--- src/rtl/twu_pkg.sv ---
package twu_pkg;

  typedef enum logic [1:0] {
    MODE_NIBBLE = 2'b00,
    MODE_BYTE   = 2'b01,
    MODE_HALF   = 2'b10,
    MODE_HALF_B = 2'b11
  } portMode_e;

  // strobes from control to datapath
  typedef struct packed {
    logic load;
    logic step;
  } ctrlStrobe_t;

  localparam int NUM_MODES = 3;

endpackage

--- src/rtl/twu_field_extract.sv ---
module twu_field_extract #(
  parameter int WORD_W = 32,
  parameter int STAT_W = 3,
  parameter int PKT_W = 16,
  parameter int FIELD_W = 4,
  parameter int SLOT_IDX_W = 2,
  parameter logic [STAT_W-1:0] TRIG_CODE = '1
) (
  input  logic [WORD_W-1:0]     word,
  input  logic [SLOT_IDX_W-1:0] slot,
  output logic [STAT_W-1:0]     stat,
  output logic [PKT_W-1:0]      pkt,
  output logic                  sync,
  output logic                  trig
);
  localparam int STRIDE = STAT_W + FIELD_W + 1;

  logic [WORD_W-1:0]  shifted;
  logic [STAT_W-1:0]  rawStat;
  logic [FIELD_W-1:0] rawPkt;

  always_comb begin
    shifted = word >> (int'(slot) * STRIDE);
    rawStat = shifted[STAT_W-1:0];
    rawPkt  = shifted[STAT_W +: FIELD_W];
    sync    = shifted[STAT_W + FIELD_W];
    trig    = (rawStat == TRIG_CODE);
    stat    = trig ? rawPkt[STAT_W-1:0] : rawStat;
    pkt     = PKT_W'(rawPkt);
  end
endmodule

--- src/rtl/twu_control.sv ---
module twu_control
  import twu_pkg::*;
(
  input  logic        clk,
  input  logic        rstN,
  input  logic        inValid,
  input  logic        outReady,
  input  logic        isLast,
  output logic        inReady,
  output logic        outValid,
  output ctrlStrobe_t strobe
);
  logic holdQ;
  logic fire;
  logic finish;

  always_comb begin
    fire        = holdQ & outReady;
    finish      = fire & isLast;
    inReady     = ~holdQ | finish;
    strobe.load = inValid & inReady;
    strobe.step = fire & ~isLast;
    outValid    = holdQ;
  end

  always_ff @(posedge clk) begin
    if (!rstN) holdQ <= 1'b0;
    else if (strobe.load) holdQ <= 1'b1;
    else if (finish) holdQ <= 1'b0;
  end
endmodule

--- src/rtl/twu_datapath.sv ---
module twu_datapath
  import twu_pkg::*;
#(
  parameter int WORD_W = 32,
  parameter int STAT_W = 3,
  parameter int PKT_W = 16,
  parameter int BASE_FIELD_W = 4,
  parameter logic [STAT_W-1:0] TRIG_CODE = '1
) (
  input  logic              clk,
  input  logic              rstN,
  input  ctrlStrobe_t       strobe,
  input  logic [WORD_W-1:0] inWord,
  input  logic [1:0]        widthMode,
  output logic              isLast,
  output logic [STAT_W-1:0] outStatus,
  output logic [PKT_W-1:0]  outPacket,
  output logic              outSync,
  output logic              outTrigger
);
  localparam int IDX_W = $clog2(NUM_MODES);

  logic [WORD_W-1:0] wordQ;
  logic [IDX_W-1:0]  modeQ;
  logic [IDX_W-1:0]  slotQ;
  logic [IDX_W-1:0]  modeIn;

  logic [STAT_W-1:0] candStat [NUM_MODES];
  logic [PKT_W-1:0]  candPkt  [NUM_MODES];
  logic              candSync [NUM_MODES];
  logic              candTrig [NUM_MODES];

  always_comb begin
    unique case (portMode_e'(widthMode))
      MODE_NIBBLE: modeIn = IDX_W'(0);
      MODE_BYTE:   modeIn = IDX_W'(1);
      default:     modeIn = IDX_W'(2);
    endcase
  end

  always_ff @(posedge clk) begin
    if (!rstN) begin
      wordQ <= '0;
      modeQ <= '0;
      slotQ <= '0;
    end else if (strobe.load) begin
      wordQ <= inWord;
      modeQ <= modeIn;
      slotQ <= '0;
    end else if (strobe.step) begin
      slotQ <= slotQ + IDX_W'(1);
    end
  end

  // one extractor per port width; field width doubles per mode
  for (genvar g = 0; g < NUM_MODES; g++) begin : g_mode
    twu_field_extract #(
      .WORD_W(WORD_W), .STAT_W(STAT_W), .PKT_W(PKT_W),
      .FIELD_W(BASE_FIELD_W << g), .SLOT_IDX_W(IDX_W),
      .TRIG_CODE(TRIG_CODE)
    ) u_ext (
      .word(wordQ), .slot(slotQ),
      .stat(candStat[g]), .pkt(candPkt[g]),
      .sync(candSync[g]), .trig(candTrig[g])
    );
  end

  always_comb begin
    outStatus  = candStat[0];
    outPacket  = candPkt[0];
    outSync    = candSync[0];
    outTrigger = candTrig[0];
    for (int m = 1; m < NUM_MODES; m++) begin
      if (modeQ == IDX_W'(m)) begin
        outStatus  = candStat[m];
        outPacket  = candPkt[m];
        outSync    = candSync[m];
        outTrigger = candTrig[m];
      end
    end
    // entries per word: NUM_MODES - mode index
    isLast = (slotQ == IDX_W'(NUM_MODES - 1) - modeQ);
  end
endmodule

--- src/rtl/trace_word_unpacker.sv ---
module trace_word_unpacker
  import twu_pkg::*;
#(
  parameter int WORD_W = 32,
  parameter int STAT_W = 3,
  parameter int PKT_W = 16,
  parameter logic [STAT_W-1:0] TRIG_CODE = 3'b111
) (
  input  logic              clk,
  input  logic              rstN,
  input  logic              inValid,
  output logic              inReady,
  input  logic [WORD_W-1:0] inWord,
  input  logic [1:0]        widthMode,
  output logic              outValid,
  input  logic              outReady,
  output logic [STAT_W-1:0] outStatus,
  output logic [PKT_W-1:0]  outPacket,
  output logic              outSync,
  output logic              outTrigger
);
  ctrlStrobe_t strobe;
  logic        isLast;

  twu_control u_ctrl (
    .clk(clk), .rstN(rstN), .inValid(inValid), .outReady(outReady),
    .isLast(isLast), .inReady(inReady), .outValid(outValid), .strobe(strobe)
  );

  twu_datapath #(
    .WORD_W(WORD_W), .STAT_W(STAT_W), .PKT_W(PKT_W), .TRIG_CODE(TRIG_CODE)
  ) u_dp (
    .clk(clk), .rstN(rstN), .strobe(strobe), .inWord(inWord),
    .widthMode(widthMode), .isLast(isLast), .outStatus(outStatus),
    .outPacket(outPacket), .outSync(outSync), .outTrigger(outTrigger)
  );
endmodule

--- config.mk ---
export PLATFORM = sky130hd
export DESIGN_NAME = trace_word_unpacker
export DESIGN_NICKNAME = d
export VERILOG_FILES = /design/src/rtl/twu_pkg.sv /design/src/rtl/twu_field_extract.sv /design/src/rtl/twu_control.sv /design/src/rtl/twu_datapath.sv /design/src/rtl/trace_word_unpacker.sv
export SDC_FILE = /design/constraint.sdc
export NUM_CORES = 1
export LEC_CHECK = 0
export ABC_AREA = 0
export BUFFER_PORTS_ARGS = -buffer_cell sky130_fd_sc_hd__buf_2
export CORE_MARGIN = 2
export CORE_UTILIZATION = 42
export DETAILED_ROUTE_END_ITERATION = 12
export GPL_TIMING_DRIVEN = 0
export PLACE_DENSITY = 0.65
export SKIP_LAST_GASP = 1
export SYNTH_ARGS = -nofsm -noshare
export SYNTH_HDL_FRONTEND = slang
export SYNTH_SLANG_ARGS = --single-unit
--- constraint.sdc ---
create_clock -name clk -period 2.6 [get_ports clk]
set_input_delay 0.13 -clock clk [delete_from_list [all_inputs] [get_ports clk]]
set_output_delay 0.13 -clock clk [all_outputs]
set_load 0.005 [all_outputs]
==> results of run 1 <==
stage by stage:
stage                     utilization [%]  area (um2)  total power [W]  worst slack, ps  hold WS [ps]
after floorplan                         -        2460         0.000831              804           276
after global placement               51.0        2850         0.000936              474           383
after detailed placement             51.0        2850         0.000941              467           391
after CTS                            53.2        2970          0.00146              136          77.7
after global routing                 53.2        2970          0.00152             16.8          84.8
final                                53.2        2970          0.00146             99.8          78.9
power by group through the flow:
stage	logic, W	registers, W	clock network (W)
detailed placement	0.000289	0.000652	0
global placement	0.000286	0.000650	0
global route	0.000325	0.000644	0.000550
finish	0.000292	0.000641	0.000523
floorplan	0.000198	0.000633	0
CTS	0.000290	0.000638	0.000528
cells by family after synthesis:
family	Yosys count
compound gates	108
fa+ha+maj	2
buf+inv	35
simple gates	81
flops	37
mux	25
xor+xnor	5
sequential cells by signal, indices dropped and copies added (netlist names):
register         flops
u_dp.wordQ          32
u_dp.modeQ           2
u_dp.slotQ           2
u_ctrl.outValid      1
synthesized netlist by cell type (4+ instances only):
master      n
a2111oi_0   4
a211oi_1    5
a21oi_1    40
and2_1      8
buf_2       9
clkbuf_1   12
dfxtp_1    37
inv_1       5
mux2i_1    16
mux4_2      5
nand2_1     8
nand3_1    37
nand3b_1    8
nor2_1      6
o21ai_0    41
worst min-delay path, delay by kind of cell:
kind | cells | cell delay, ps
buffers and inverters | 1 | 90
and+or+nand+nor | 1 | 50
AOI/OAI and AO/OA | 1 | 50
routing by layer:
metal,part of all wire [%],vias to the layer above,GRT usage (%)
met5,0,-,0
li1,-,1230,-
met3,7.0,11,4.27
met2,43,91,36.7
met1,48,1170,34.8
met4,1.8,0,7.46
path summary, 6_finish.rpt:
path | startpoint | end | cells after the start
worst max register to register | u_dp.modeQ[0] | u_dp.wordQ[13] | 7
worst min-delay path | inWord[18] | u_dp.wordQ[18] | 3
worst max-delay path | u_dp.modeQ[0] | outPacket[7] | 5
worst min register to register | u_dp.wordQ[8] | u_dp.wordQ[8] | 2
layout make-up:
class	instances	area (um2)	share of cell area, %
buffer	28	185	6.24
clock buffer	6	82.6	2.78
clock inverter	2	37.5	1.27
inverter	7	31.3	1.05
multi-input combinational	221	1500	50.7
sequential	37	741	25.0
tap	72	90.1	3.04
timing repair buffer	59	295	9.96
==> impl_summary.txt, run 1 <==
----------------------------------------------------
[Synthesis]
  Synthesized netlist cell count ... 293
  Fraction of the mapped netlist area in adder cells ... 1.02%
  Cells taking the most area after synthesis ... dfxtp_1 (30%), o21ai_0 (8.3%), a21oi_1 (8.1%)
  Number of synthesized register bits ... 37
  Warnings, synthesis ... 0
  Synth Cell Area ... 2460 um2
  Biggest area consumer among synthesized cells ... dfxtp_1
  Post-Syn Nets ... 333
  Sequential-to-total area share from yosys stat ... 30.1%
  Post-synthesis share of cell area spent on xor and xnor gates ... 1.78%
  EDFF count, synth ... 0
  Most used flip-flop cell after synthesis ... dfxtp_1
  Synth Area in Simple Gates ... 18.1%
  Fraction of synthesized cell area taken by the top area cell type ... 30.1%
  Per-instance average area after synthesis ... 8.40 um2
  Synth async-reset ratio ... 0%
  Multiplexer share of the synthesized area ... 14.1%
  Distinct cell type count after synthesis ... 46
  Main combinational cell family by area after synthesis ... compound AO/OA/AOI/OAI gates
  Post-synthesis compound-gate area fraction ... 26.0%

[Route]
  Remaining antenna violation count ... 0
  Drt total wl ... 7410 um
  Via-to-Cell Ratio ... 5.79
  DRC violation total after the first TritonRoute iteration ... 234
  Remaining DRCs ... 0
  Via count ... 2502
  Average wire per cell in the routed design ... 17.1 um
  Number of iterations in the first detailed-routing pass ... 4

[Floorplan]
  Floorplan die width ... 80.5 um
  Placeable core region ... 5570 um2
  Core Rows ... 27
  Number of top-level pins ... 61
  Die boundary height ... 80.5 um
  Die outline area ... 6490 um2
  Starting density of the core ... 44.1%

[Global routing]
  Antenna violations before repair ... 0
  Global-route wire length before repair ... 12000 um
  Via count of the first global-routing pass ... 2380
  GR Util All Layers ... 24.2%
  Pin count of the biggest net entering global routing ... 13
  Overflow after GRT ... 0

[Worst setup path]
  Worst stage delay on the critical path ... 610 ps
  Startpoint types ... register
  Path type of the worst setup path ... register to output pin
  Critical path capture point type ... output pin
  Flop2flop setup slack ... 560 ps
  CP max stage cell ... a2111oi_0
  Data arrival time at the worst-slack endpoint ... 2370 ps
  Ordered cell list for the critical path ... ha_1 -> clkbuf_1 -> nor2_1 -> a2111oi_0 -> buf_2
  Number of buffer and inverter instances along the worst setup path ... 2
  Cell class contributing the biggest share of worst-path delay ... buffers and inverters
  Required time at the endpoint of the critical path ... 2470 ps
  Maximum fanout count along the critical path ... 9

[Placed design]
  Routability congestion estimate from global placement ... 0.951
  Number of buffers inserted by port buffering ... 59
  Placed cell count ... 424
  Half-perimeter wire length after placement ... 5720 um

[Timing]
  Sum of negative setup slack ... 0 ps
  Slew Viols, Final ... 0
  Transition time at the pin with the least slew margin ... 691 ps
  Final hold violation count ... 0
  Unrepaired setup endpoints after global routing ... no
  Clk_skew ... 10.5 ps
  Max Clock Freq ... 400 MHz
  Relative slew margins ... 52.7%
  Shortest period the worst path allows ... 2500 ps
  Portion of the clock cycle consumed by the worst path in the final layout ... 96.2%
  Number of failing setup endpoints in the final timing report ... 0

[Cells and area]
  Non-filler cells in the finished layout ... 432
  Fraction of layout cells with a size suffix above 1 ... 25.8%
  Area added between synthesis and finish ... 20.5%
  Number of nets in the layout ... 399
  Commonest non-fill, non-tap cell in the layout ... buf_2
  Number of diodes ... 0
  Count of fill cells added during filler insertion ... 572
  Commonest non-fill, non-tap cells in the layout ... buf_2 (68), o21ai_0 (41), a21oi_1 (40)

[Power]
  Sequential share of power ... 44.0%
  Clock group share of total power ... 35.9%
  P_leak ... 1.16 nW
  Switching power ... 0.000414 W
  Fraction of power consumed by combinational cells ... 20.1%
  PD cells ... 491 nW/um2
  Switching power as a share of total power ... 28.4%
  Internal portion of total power ... 0.00104 W
  Peak ir drop on the vdd network ... 0.225 mV

[CTS]
  Number of buffers on the longest clock path ... 2
  Hold-fix buffers, CTS ... 0
  Count of clock tree sinks ... 37
  Number of levels in the clock H-tree ... 2
  Post-CTS Resized ... 0
  Number of buffers inserted during clock tree synthesis ... 5
  TritonCTS clock tree ... yes
  Post CTS Setup Buffer Count ... 0
  Clock transition at the registers of the reported paths ... 80 ps
  Clock Latency Late Sink ... 290 ps
  CTS root buf ... clkbuf_8

[Worst hold path]
  Kind of path behind the tightest hold check ... primary input to register

[Run]
  Number of maximum-capacitance violations ... 0

[Run status]
  Run status ... completed

----------------------------------------------------
Note: power is estimated with default switching activity, not from simulation.
==> inputs of run 2 (changes only) <==
--- a/config.mk
+++ b/config.mk
@@ -8,10 +8,10 @@
 export ABC_AREA = 0
 export BUFFER_PORTS_ARGS = -buffer_cell sky130_fd_sc_hd__buf_2
 export CORE_MARGIN = 2
-export CORE_UTILIZATION = 42
+export CORE_UTILIZATION = 41
+export CTS_CLUSTER_DIAMETER = 80
 export DETAILED_ROUTE_END_ITERATION = 12
 export GPL_TIMING_DRIVEN = 0
-export PLACE_DENSITY = 0.65
 export SKIP_LAST_GASP = 1
 export SYNTH_ARGS = -nofsm -noshare
 export SYNTH_HDL_FRONTEND = slang
==> constraint.sdc (replaced) <==
create_clock -name clk -period 2.6 [get_ports clk]
set_input_delay 0.78 -clock clk [delete_from_list [all_inputs] [get_ports clk]]
set_output_delay 0.78 -clock clk [all_outputs]
set_load 0.005 [all_outputs]
==> impl_summary.txt, run 2 (synthesized netlist as in run 1, its figures left out) <==
----------------------------------------------------
[Timing]
  Number of failing setup endpoints in the final timing report ... 4 (+4)
  Clk_skew ... 2.58 ps (-7.93 ps)
  Slew Viols, Final ... 0 (unchanged)
  Portion of the clock cycle consumed by the worst path in the final layout ... 103% (+6.5 points)
  Final hold violation count ... 0 (unchanged)
  Unrepaired setup endpoints after global routing ... yes
  Max Clock Freq ... 375 MHz (-6.4%)
  Transition time at the pin with the least slew margin ... 457 ps (-234 ps)
  Hold slack final ... 500 ps (+421 ps)
  Shortest period the worst path allows ... 2670 ps (+170 ps)
  Relative slew margins ... 69.5% (+17 points)
  Setup slack after layout ... -70.2 ps (-170 ps)

[Worst setup path]
  Maximum fanout count along the critical path ... 4 (-5)
  Worst setup endpoint ... outStatus[0]
  Launching element of the worst setup path ... u_dp.slotQ[0]
  Ordered cell list for the critical path ... buf_4 -> nand3b_1 -> a211oi_4 -> a211oi_2 -> a311o_1 -> buf_2
  Path type of the worst setup path ... register to output pin
  Worst stage delay on the critical path ... 350 ps (-260 ps)
  Critical path capture point type ... output pin
  End of the worst register-to-register path ... u_dp.wordQ[9]
  Launch point of the worst reg-to-reg path ... u_dp.modeQ[0]
  CP max stage cell ... dfxtp_2
  Number of cells on the worst reg-to-reg path ... 8 (+1)
  Flop2flop setup slack ... 570 ps (about the same)
  Startpoint types ... register
  Required time at the endpoint of the critical path ... 1820 ps (-650 ps)
  Data arrival time at the worst-slack endpoint ... 1890 ps (-480 ps)

[Worst hold path]
  Cell count of the worst hold path ... 2 (-1)
  Kind of path behind the tightest hold check ... register to register

[Run status]
  Failing checks ... setup timing
  Run status ... finished, violations left

[Global routing]
  Antenna violations before repair ... 0 (unchanged)
  Overflow after GRT ... 0 (unchanged)
  Global-route wire length before repair ... 12300 um (+2.4%)
  Via count of the first global-routing pass ... 2280 (-4.2%)
  GR Util All Layers ... 24.7% (+0.52 points)
  Pin count of the biggest net entering global routing ... 13 (unchanged)

[CTS]
  Clock Latency Late Sink ... 290 ps (about the same)
  CTS root buf ... clkbuf_8
  Number of buffers on the longest clock path ... 2 (unchanged)
  Hold-fix buffers, CTS ... 0 (unchanged)
  Count of clock tree sinks ... 37 (unchanged)
  Number of buffers inserted during clock tree synthesis ... 5 (unchanged)
  Clock transition at the registers of the reported paths ... 70 ps (about the same)
  TritonCTS clock tree ... yes
  Number of levels in the clock H-tree ... 2 (unchanged)

[Route]
  Met1 wire length ... 3790 um (+6.6%)
  Number of iterations in the first detailed-routing pass ... 4 (unchanged)
  Remaining antenna violation count ... 0 (unchanged)
  Total length of routed met3 wires ... 487 um (-5.8%)
  DRC violation total after the first TritonRoute iteration ... 229 (-2.1%)
  WL met2 ... 3570 um (+11%)
  Drt total wl ... 8020 um (+8.2%)
  Average wire per cell in the routed design ... 18.0 um (+4.8%)
  Via count ... 2585 (+3.3%)
  Remaining DRCs ... 0 (unchanged)
  Via-to-Cell Ratio ... 5.80 (about the same)
  Uppermost metal layer occupied by signal nets ... met4

[Placed design]
  Number of buffers inserted by port buffering ... 59 (unchanged)
  Routability congestion estimate from global placement ... 0.906 (-4.8%)
  Half-perimeter wire length after placement ... 5760 um (+0.82%)

[Power]
  P_leak ... 1.27 nW (+9.5%)
  Sum of internal, switching and leakage power ... 0.00158 W (+8.5%)
  PD cells ... 478 nW/um2 (-2.7%)
  Peak ir drop on the vdd network ... 0.273 mV (+21%)

[Floorplan]
  Die outline area ... 6630 um2 (+2.3%)
  Floorplan die width ... 81.5 um (+1.1%)
  Placeable core region ... 5850 um2 (+5.0%)
  Core Rows ... 28 (+3.7%)
  Die boundary height ... 81.5 um (+1.1%)
  Number of top-level pins ... 61 (unchanged)
  Starting density of the core ... 42.0% (-2.1 points)

[Cells and area]
  Regs by FF count ... u_dp.wordQ x32, u_dp.modeQ x2, u_dp.slotQ x2
  Number of diodes ... 0 (unchanged)
  Area added between synthesis and finish ... 34.4%
  Top register by number of flip-flops ... u_dp.wordQ
  Commonest non-fill, non-tap cells in the layout ... buf_2 (63), a21oi_1 (39), o21ai_0 (38)
  Fraction of layout cells with a size suffix above 1 ... 35.8% (+10 points)
  Number of nets in the layout ... 410 (+2.8%)
  Commonest non-fill, non-tap cell in the layout ... buf_2
  Max reg flops ... 32 (unchanged)

[Run]
  Number of maximum-capacitance violations ... 0 (unchanged)

----------------------------------------------------
-- run 2: per-stage QoR --
stage	setup TNS [ps]	setup WS [ps]	area [um2]	util [%]	cells
2_1_floorplan	0	317	2460	-	293
3_3_place_gp	-421	-207	2850	48.7	427
3_5_place_dp	-496	-219	2850	48.7	427
4_1_cts	-58.7	-40.4	3170	54.1	441
5_1_grt	-772	-122	3310	56.5	446
6_report	-147	-70.2	3310	56.5	446
-- run 2: worst min path at each step --
stage                             start       endpoint  slack, ps
after floorplan           u_dp.wordQ[6]  u_dp.wordQ[6]        450
after global placement    u_dp.wordQ[6]  u_dp.wordQ[6]        480
after detailed placement  u_dp.wordQ[6]  u_dp.wordQ[6]        480
after CTS                 u_dp.wordQ[6]  u_dp.wordQ[6]        490
after global routing      u_dp.wordQ[6]  u_dp.wordQ[6]        520
final                     u_dp.wordQ[6]  u_dp.wordQ[6]        500
-- run 2: timing repair --
item                       4_1_cts  5_1_grt
resized for setup               41       20
setup endpoints to repair       19       21
pin swaps                        9       11
buffers inserted                 7        4
cloned                           1        2
-- run 2: layer usage --
metal / track usage (%) / up-vias
met1: 36.2 / 1200
met4: 7.46 / 0
met2: 37.0 / 120
met3: 4.40 / 16
met5: 0 / -
li1: - / 1249
-- run 2: worst max-delay path, delay by kind of cell (launching register included) --
kind            cells  cell delay (ps)
simple gates        1              220
buf+inv             2              280
compound gates      3              760
flops               1              350
-- run 2: layout make-up --
| type | count | area (um2) |
|---|---|---|
| well taps | 75 | 93.8 |
| fillers | 546 | 2540 |
| clock inverters | 3 | 65.1 |
| repair buffers | 73 | 444 |
| flip-flops and latches | 37 | 747 |
| inverters | 7 | 33.8 |
| plain buffers | 25 | 208 |
| clock buffers | 5 | 68.8 |
| multi-input cells | 221 | 1650 |
-- run 2: power breakdown --
| part | switching [W] | internal [W] |
|---|---|---|
| Sequential | 0.0000439 | 0.000600 |
| Clock | 0.000204 | 0.000381 |
| Combinational | 0.000185 | 0.000166 |
| Total | 0.000434 | 0.00115 |
==> inputs of run 3 (changes only) <==
--- a/config.mk
+++ b/config.mk
@@ -13,6 +13,7 @@
 export DETAILED_ROUTE_END_ITERATION = 12
 export GPL_TIMING_DRIVEN = 0
 export SKIP_LAST_GASP = 1
+export SLEW_MARGIN = 15
 export SYNTH_ARGS = -nofsm -noshare
 export SYNTH_HDL_FRONTEND = slang
 export SYNTH_SLANG_ARGS = --single-unit
==> constraint.sdc (replaced) <==
create_clock -name clk -period 3.2 [get_ports clk]
set_input_delay 0.96 -clock clk [delete_from_list [all_inputs] [get_ports clk]]
set_output_delay 0.96 -clock clk [all_outputs]
set_load 0.005 [all_outputs]
==> impl_summary.txt, run 3 (synthesized netlist as in run 1, its figures left out) <==
----------------------------------------------------
[Timing]
  Portion of the clock cycle consumed by the worst path in the final layout ... 95.9%
  Unrepaired setup endpoints after global routing ... no
  Setup slack after layout ... 130 ps (+200 ps)
  Number of failing setup endpoints in the final timing report ... 0 (-4)
  Final hold violation count ... 0 (unchanged)
  Sum of negative setup slack ... 0 ps (+147 ps)
  Shortest period the worst path allows ... 3070 ps
  Slew Viols, Final ... 0 (unchanged)
  Max Clock Freq ... 326 MHz
  Hold slack final ... 491 ps (-8.67 ps)
  Clk_skew ... 2.64 ps (+0.0608 ps)
  Transition time at the pin with the least slew margin ... 460 ps (+2.99 ps)
  Relative slew margins ... 69.3% (-0.23 points)

[Power]
  P_leak ... 1.17 nW (-7.9%)
  Peak ir drop on the vdd network ... 0.207 mV (-24%)
  PD cells ... 416 nW/um2 (-13%)

[Global routing]
  Global routing met2 resource utilization ... 35.8% (-1.1 points)
  Global route hottest layer ... met1
  Via count of the first global-routing pass ... 2176 (-4.6%)
  GR Util All Layers ... 23.8% (-0.90 points)
  Met1 capacity usage during global routing ... 35.9% (-0.28 points)
  Overflow after GRT ... 0 (unchanged)
  Global-route wire length before repair ... 11900 um (-3.4%)
  Pin count of the biggest net entering global routing ... 13 (unchanged)
  Met3 track demand over resource in global routing ... 4.18% (-0.22 points)
  Antenna violations before repair ... 0 (unchanged)

[Worst setup path]
  Maximum fanout count along the critical path ... 10 (+6)
  Startpoint types ... register
  Data arrival time at the worst-slack endpoint ... 2110 ps (+220 ps)
  Path type of the worst setup path ... register to output pin
  Launching element of the worst setup path ... u_dp.modeQ[0]
  Critical path capture point type ... output pin
  Required time at the endpoint of the critical path ... 2240 ps (+420 ps)
  Launch point of the worst reg-to-reg path ... u_dp.modeQ[0]

[CTS]
  Number of buffers inserted during clock tree synthesis ... 5 (unchanged)
  TritonCTS clock tree ... yes
  CTS root buf ... clkbuf_8
  Clock Latency Late Sink ... 290 ps (about the same)
  Number of levels in the clock H-tree ... 2 (unchanged)
  Count of clock tree sinks ... 37 (unchanged)
  Post CTS Setup Buffer Count ... 0 (-7)
  Clock transition at the registers of the reported paths ... 80 ps (about the same)
  Number of buffers on the longest clock path ... 2 (unchanged)

[Cells and area]
  Max reg flops ... 32 (unchanged)
  Combined area of the multi-input logic cells ... 1510 um2 (-8.1%)
  Combined flip-flop and latch cell area ... 741 um2 (-0.84%)
  Top register by number of flip-flops ... u_dp.wordQ
  Number of diodes ... 0 (unchanged)
  Number of nets in the layout ... 397 (-3.2%)
  Fraction of layout cells with a size suffix above 1 ... 26.5% (-9.3 points)
  Count of fill cells added during filler insertion ... 593 (+8.6%)
  Regs by FF count ... u_dp.wordQ x32, u_dp.modeQ x2, u_dp.slotQ x2
  Commonest non-fill, non-tap cell in the layout ... buf_2
  Area added between synthesis and finish ... 21.4%
  Commonest non-fill, non-tap cells in the layout ... buf_2 (68), o21ai_0 (41), a21oi_1 (40)
  Fin util ... 51.0% (-5.5 points)

[Placed design]
  Worst slack at placement ... 201 ps (+420 ps)
  Number of buffers inserted by port buffering ... 59 (unchanged)
  Routability congestion estimate from global placement ... 0.906 (unchanged)
  Half-perimeter wire length after placement ... 5760 um (unchanged)

[Worst hold path]
  Kind of path behind the tightest hold check ... register to register
  Startpoint of the most critical hold path ... u_dp.wordQ[6]

[Route]
  Via count ... 2515 (-2.7%)
  Remaining DRCs ... 0 (unchanged)
  Remaining antenna violation count ... 0 (unchanged)
  DRC violation total after the first TritonRoute iteration ... 191 (-17%)
  Drt total wl ... 7550 um (-5.8%)
  Number of iterations in the first detailed-routing pass ... 4 (unchanged)
  Via-to-Cell Ratio ... 5.81 (+0.21%)
  Average wire per cell in the routed design ... 17.4 um (-3.0%)

[Floorplan]
  Floorplan die width ... 81.5 um (unchanged)
  Core Rows ... 28 (unchanged)
  Die outline area ... 6630 um2 (unchanged)
  Placeable core region ... 5850 um2 (unchanged)
  Die boundary height ... 81.5 um (unchanged)
  Starting density of the core ... 42.0% (unchanged)
  Number of top-level pins ... 61 (unchanged)

[Run status]
  Run status ... completed

[Run]
  Number of maximum-capacitance violations ... 0 (unchanged)

----------------------------------------------------
-- run 3: layout make-up --
cell class                 count  share of cell area (%)
multi-input combinational    221                    50.7
sequential                    37                    24.8
timing repair buffer          59                    9.89
buffer                        26                    5.95
tap                           75                    3.14
clock buffer                   5                    2.30
clock inverter                 3                    2.18
inverter                       7                    1.05
-- run 3: critical path: stages (launching register included) --
cell,delay [ps]
dfxtp_1,430
inv_1,70
ha_1,280
buf_2,240
mux2i_1,150
a2111oi_2,470
buf_2,190
-- run 3: repair_timing --
item | 4_1_cts | 5_1_grt
endpoints found under the setup margin | 2 | 6
endpoints found under the hold margin | 0 | 0
hold buffers | 0 | 0
gates resized for setup | 2 | 3
-- run 3: worst paths after layout --
check,end,slack [ps],cells past startpoint
hold reg to reg,u_dp.wordQ[6],490,2
setup / recovery,outPacket[7],130,6
hold / removal,u_dp.wordQ[6],490,2
setup reg to reg,u_dp.wordQ[9],1110,7
-- run 3: metrics by stage --
step / power (W) / cell area, um2 / std cells
after floorplan: 0.000675 / 2460 / 293
after global placement: 0.000763 / 2850 / 427
after detailed placement: 0.000766 / 2850 / 427
after CTS: 0.00124 / 2990 / 435
after global routing: 0.00129 / 2990 / 433
final: 0.00124 / 2990 / 433
-- run 3: power breakdown --
part / leakage, nW / total (W) / switching [W] / internal [W]
combinational: 0.795 / 0.000242 / 0.000135 / 0.000107
sequential: 0.304 / 0.000521 / 0.0000329 / 0.000488
clock: 0.0681 / 0.000479 / 0.000169 / 0.000310
-- run 3: metal layers --
| layer | wire length (um) | part of all wire [%] | vias up |
|---|---|---|---|
| li1 | - | - | 1223 |
| met4 | 51 | 0.68 | 0 |
| met3 | 415 | 5.5 | 6 |
| met5 | 0 | 0 | - |
| met1 | 3800 | 50 | 1197 |
| met2 | 3290 | 43 | 89 |
